`src/rtl/memGatePkg.sv`:
```
package memGatePkg;

  typedef enum logic [1:0] {
    GS_PASS    = 2'd0,
    GS_HOLD    = 2'd1,
    GS_BLOCKED = 2'd2
  } gateState_e;

  typedef struct packed {
    logic openGate;  // output follows effective input
    logic cntStart;  // load grace counter (assertion cycle counted)
    logic cntStep;   // advance grace counter
  } gateStrobe_t;

endpackage

```
`src/rtl/memGateCtrl.sv`:
```
module memGateCtrl
  import memGatePkg::*;
#(
  parameter int HOLD_TICKS = 4
) (
  input  logic        clk,
  input  logic        rstN,
  input  logic        sysResetN,
  input  logic        ceEff,
  input  logic        graceLast,
  output gateStrobe_t strobe,
  output gateState_e  stateQ
);

  localparam bit HAS_GRACE = (HOLD_TICKS > 1);

  gateState_e stateD;

  always_ff @(posedge clk or negedge rstN) begin
    if (!rstN) stateQ <= GS_PASS;
    else       stateQ <= stateD;
  end

  always_comb begin
    stateD          = stateQ;
    strobe          = '0;
    unique case (stateQ)
      GS_PASS: begin
        strobe.openGate = 1'b1;
        if (!sysResetN) begin
          if (!ceEff && HAS_GRACE) begin
            stateD          = GS_HOLD;
            strobe.cntStart = 1'b1;
          end else begin
            stateD = GS_BLOCKED;
          end
        end
      end
      GS_HOLD: begin
        strobe.openGate = 1'b1;
        if (sysResetN)        stateD = GS_PASS;
        else if (ceEff)       stateD = GS_BLOCKED;
        else if (graceLast)   stateD = GS_BLOCKED;
        else                  strobe.cntStep = 1'b1;
      end
      GS_BLOCKED: begin
        strobe.openGate = sysResetN;
        if (sysResetN) stateD = GS_PASS;
      end
      default: stateD = GS_PASS;
    endcase
  end

  // the grace state is only ever reached from pass
  AST_HOLD_ENTRY: assert property (@(posedge clk) disable iff (!rstN)
    (stateQ == GS_HOLD && $past(stateQ) != GS_HOLD) |-> $past(stateQ) == GS_PASS);

endmodule

```
`src/rtl/memGateDp.sv`:
```
module memGateDp
  import memGatePkg::*;
#(
  parameter int HOLD_TICKS = 4
) (
  input  logic        clk,
  input  logic        rstN,
  input  gateStrobe_t strobe,
  input  logic        ceEff,
  output logic        graceLast,
  output logic        ceOutN
);

  localparam int CW = $clog2(HOLD_TICKS + 1);

  logic [CW-1:0] graceCnt;

  always_ff @(posedge clk or negedge rstN) begin
    if (!rstN)               graceCnt <= '0;
    else if (strobe.cntStart) graceCnt <= CW'(1);
    else if (strobe.cntStep)  graceCnt <= graceCnt + CW'(1);
  end

  assign graceLast = (graceCnt == CW'(HOLD_TICKS - 1));
  assign ceOutN    = strobe.openGate ? ceEff : 1'b1;

  AST_CNT_RANGE: assert property (@(posedge clk) disable iff (!rstN)
    strobe.cntStep |-> graceCnt < CW'(HOLD_TICKS));

endmodule

```
`src/rtl/memGate.sv`:
```
module memGate
  import memGatePkg::*;
#(
  parameter int HOLD_TICKS = 4
) (
  input  logic clk,
  input  logic rstN,
  input  logic ceInN,
  input  logic sysResetN,
  input  logic battMode,
  output logic ceOutN
);

  localparam int RW = $clog2(HOLD_TICKS + 2);

  logic        ceEff;
  logic        graceLast;
  gateStrobe_t strobe;
  gateState_e  stateQ;

  assign ceEff = ceInN | battMode;

  memGateCtrl #(.HOLD_TICKS(HOLD_TICKS)) uCtrl (
    .clk       (clk),
    .rstN      (rstN),
    .sysResetN (sysResetN),
    .ceEff     (ceEff),
    .graceLast (graceLast),
    .strobe    (strobe),
    .stateQ    (stateQ)
  );

  memGateDp #(.HOLD_TICKS(HOLD_TICKS)) uDp (
    .clk       (clk),
    .rstN      (rstN),
    .strobe    (strobe),
    .ceEff     (ceEff),
    .graceLast (graceLast),
    .ceOutN    (ceOutN)
  );

  // checker state: history valid flag and low-run length inside an event
  logic          pastValid;
  logic [RW-1:0] lowRun;

  always_ff @(posedge clk or negedge rstN) begin
    if (!rstN) begin
      pastValid <= 1'b0;
      lowRun    <= '0;
    end else begin
      pastValid <= 1'b1;
      if (!sysResetN && !ceOutN) begin
        if (lowRun != RW'(HOLD_TICKS + 1)) lowRun <= lowRun + RW'(1);
      end else begin
        lowRun <= '0;
      end
    end
  end

  AST_PASS_FOLLOW: assert property (@(posedge clk) disable iff (!rstN)
    sysResetN |-> ceOutN == (ceInN | battMode));

  AST_BATT_HIGH: assert property (@(posedge clk) disable iff (!rstN)
    battMode |-> ceOutN);

  AST_HIGH_STAYS: assert property (@(posedge clk) disable iff (!rstN)
    (pastValid && !sysResetN && $past(!sysResetN) && $past(ceOutN)) |-> ceOutN);

  AST_GRACE_BOUND: assert property (@(posedge clk) disable iff (!rstN)
    (!sysResetN && !ceOutN) |-> lowRun < RW'(HOLD_TICKS));

endmodule

```
`config.mk`:
```
export PLATFORM = sky130hd
export DESIGN_NAME = memGate
export DESIGN_NICKNAME = d
export VERILOG_FILES = /design/src/rtl/memGatePkg.sv /design/src/rtl/memGateCtrl.sv /design/src/rtl/memGateDp.sv /design/src/rtl/memGate.sv
export SDC_FILE = /design/constraint.sdc
export NUM_CORES = 1
export LEC_CHECK = 0
export BUFFER_PORTS_ARGS = -buffer_cell sky130_fd_sc_hd__buf_2
export CORE_AREA = 2 2 39 41
export CTS_CLUSTER_SIZE = 14
export DETAILED_ROUTE_END_ITERATION = 6
export DIE_AREA = 0 0 41 43
export RECOVER_POWER = 100
export SLEW_MARGIN = 25
export SYNTH_ARGS = -nofsm -noshare
export SYNTH_HDL_FRONTEND = slang
export SYNTH_HIERARCHICAL = 1
export SYNTH_SLANG_ARGS = --single-unit
```
`constraint.sdc`:
```
create_clock -name clk -period 4.1 [get_ports clk]
set_input_delay 0.41 -clock clk [delete_from_list [all_inputs] [get_ports clk]]
set_output_delay 0.41 -clock clk [all_outputs]
set_load 0.01 [all_outputs]
```
==> reports/metrics.cfg <==
[run_status]
outcome=complete, no violations

[setup_path]
crit_path_end_kind=register
worstSetupPathType=in2reg
crit_arrival_ps=2010
critPathRequiredTime_ps=4240
cp-start-kind=input pin
crit_fanout=4

[yosys]
synth_top_area_share_pct=47.6
netlist_area_um2=263
postSynthAreaPerCell_um2=10.9
ys_seq_area_share_pct=47.6
synthDistinctLibCells=13
synthTopCellsByArea=dfrtp_1, ha_1, a211oi_1
ys_seq_elements=5
ys_warn_count=6
yosys.area.top_type=dfrtp_1
syn_inst=24
syn_nets=31

[detailed_routing]
dr_total_vias=198
ant_nets=0
drtIter0Drc=0
wl_um=440
first_pass_iters=1
via_per_inst=3.96
wl_per_cell_um=8.80
drcViolationCount=0

[final_layout]
layout-drive-gt1-share_pct=17.6
fin_cells=50
fill_cells=150
nNetsFinal=42
antennaDiodeCount=0
final_common_cell=dfrtp_1
finish.instance_area_um2=332
syn_to_final_growth_pct=26.2

[power_and_ir_drop]
p_leak_nw=0.139
netSwitchingPower_mw=0.0287
peakVddDrop_uv=207
p_per_area_nw_per_um2=380
power.internal_mw=0.0972
switching_share_pct=22.8
clkPwrFrac_pct=44.1
pwr-share-comb_pct=11.3
p_total_mw=0.126
power_frac_seq_pct=44.6

[grt]
grt_antenna_before_repair=0
groute.usage.overall_pct=6.17
grt_pass1_vias=192
grt_overflow_total=0
grt_start_max_net_pins=7
grt_pass1_wl_um=690

[placement]
pre_cts_slack_ps=2210
dpl-instance-area_um2=308
gp_congestion=0.682
dp_cells=45
port_buffers=5

[run]
maxCapViolations=0

[worst_hold_path]
hold_class=in2reg

[clock_tree]
htree_levels=1
postCtsSetupBuffers=0
cts_hold_buffers=1
clk_pin_slew_ps=40
clk_latency_ps=240
clock-sinks=5
cts_tree=done
cts-root-buf=clkbuf_4
numCtsBuffers=3
clockBufferDepth=2
cts-resized-gates=0

[sta]
max_freq_ghz=0.534
rsz0062_at_grt=no
skew_ps=2.38
tightest_slew_ps=571
slew_viol_final=0
fin_tns_setup_ps=0
min_period_ps=1870
hold_viol=0
max-slew-margin-rel_pct=61.8
fin_crit_sh_pct=45.7
fin_ws_ps=2230
finalSetupViolCount=0

[floorplan]
num_rows=14
ios=6
die_x_um=41
core_um2=1380
die_h_um=43
start_util_pct=19.0
design.die.area_um2=1760

-- power by group through the flow --
stage	clock (mW)	combinational, mW	sequential, mW
finish	0.0556	0.0142	0.0561
global route	0.0609	0.0168	0.0565
CTS	0.0575	0.0152	0.0562
detailed placement	0	0.0144	0.0568
global placement	0	0.0139	0.0567
floorplan	0	0.00949	0.0562
-- flip-flops by register name, indices dropped and copies added (netlist names) --
name and count:
uDp/graceCnt 3, uCtrl/stateQ 2
-- cells by family (layout without fill, tap and decap cells) --
kind of cell               count (synthesis)  after routing  synth area share, %
and+or+nand+nor                            8              8                 20.5
AOI/OAI and AO/OA                          5              5                 12.4
DFF                                        5              5                 47.6
adders and majority gates                  2              2                 9.52
buffers and inverters                      2             12                 2.86
xor gates and xnor gates                   1              1                 3.33
muxes                                      1              1                 3.81
-- critical path: stages --
cell,delay [ps]
buf_2,90
or2_0,260
or3_1,420
nor3b_1,510
nor2_1,100
a211oi_1,230
-- path summary, 6_finish.rpt --
path,startpoint,end,slack [ps],cells after the start
min in group asynchronous,rstN,uDp/graceCnt[2],560,2
hold reg to reg,uCtrl/stateQ[1],uCtrl/stateQ[1],500,1
setup / recovery,battMode,uDp/graceCnt[2],2230,6
setup reg to reg,uCtrl/stateQ[1],uDp/graceCnt[2],2340,4
hold / removal,sysResetN,uCtrl/stateQ[1],360,2
max in group asynchronous,rstN,uDp/graceCnt[1],3320,2
-- stage by stage --
stage,hold slack [ps],util (%)
2_1_floorplan,114,-
5_1_grt,362,24.0
3_3_place_gp,232,22.2
4_1_cts,365,24.9
3_5_place_dp,231,22.2
6_report,363,24.0
-- cells in the mapped netlist --
cell type	instances
nor2_1	3
nor3b_2	1
xnor2_1	1
nand2b_1	2
a21oi_1	1
o21ai_0	1
ha_1	2
dfrtp_1	5
or2_1	1
a211oi_1	3
or3_4	1
mux2i_1	1
inv_1	2
-- cell type report --
cell class                 instances  area [um^2]  area share [%]
tap                               16         20.0            6.04
sequential                         5          125            37.7
multi-input combinational         17          120            36.2
clock buffer                       4         26.3            7.92
inverter                           2         7.51            2.26
timing repair buffer               6         32.5            9.81
-- per-layer routing --
layer,share of wire (%),track usage (%),vias up
met2,39,8.75,8
met1,51,6.91,86
met4,0,0,0
li1,-,-,104
met5,0,0,-
met3,9.8,6.28,0
(Power assumes the default switching activity.)
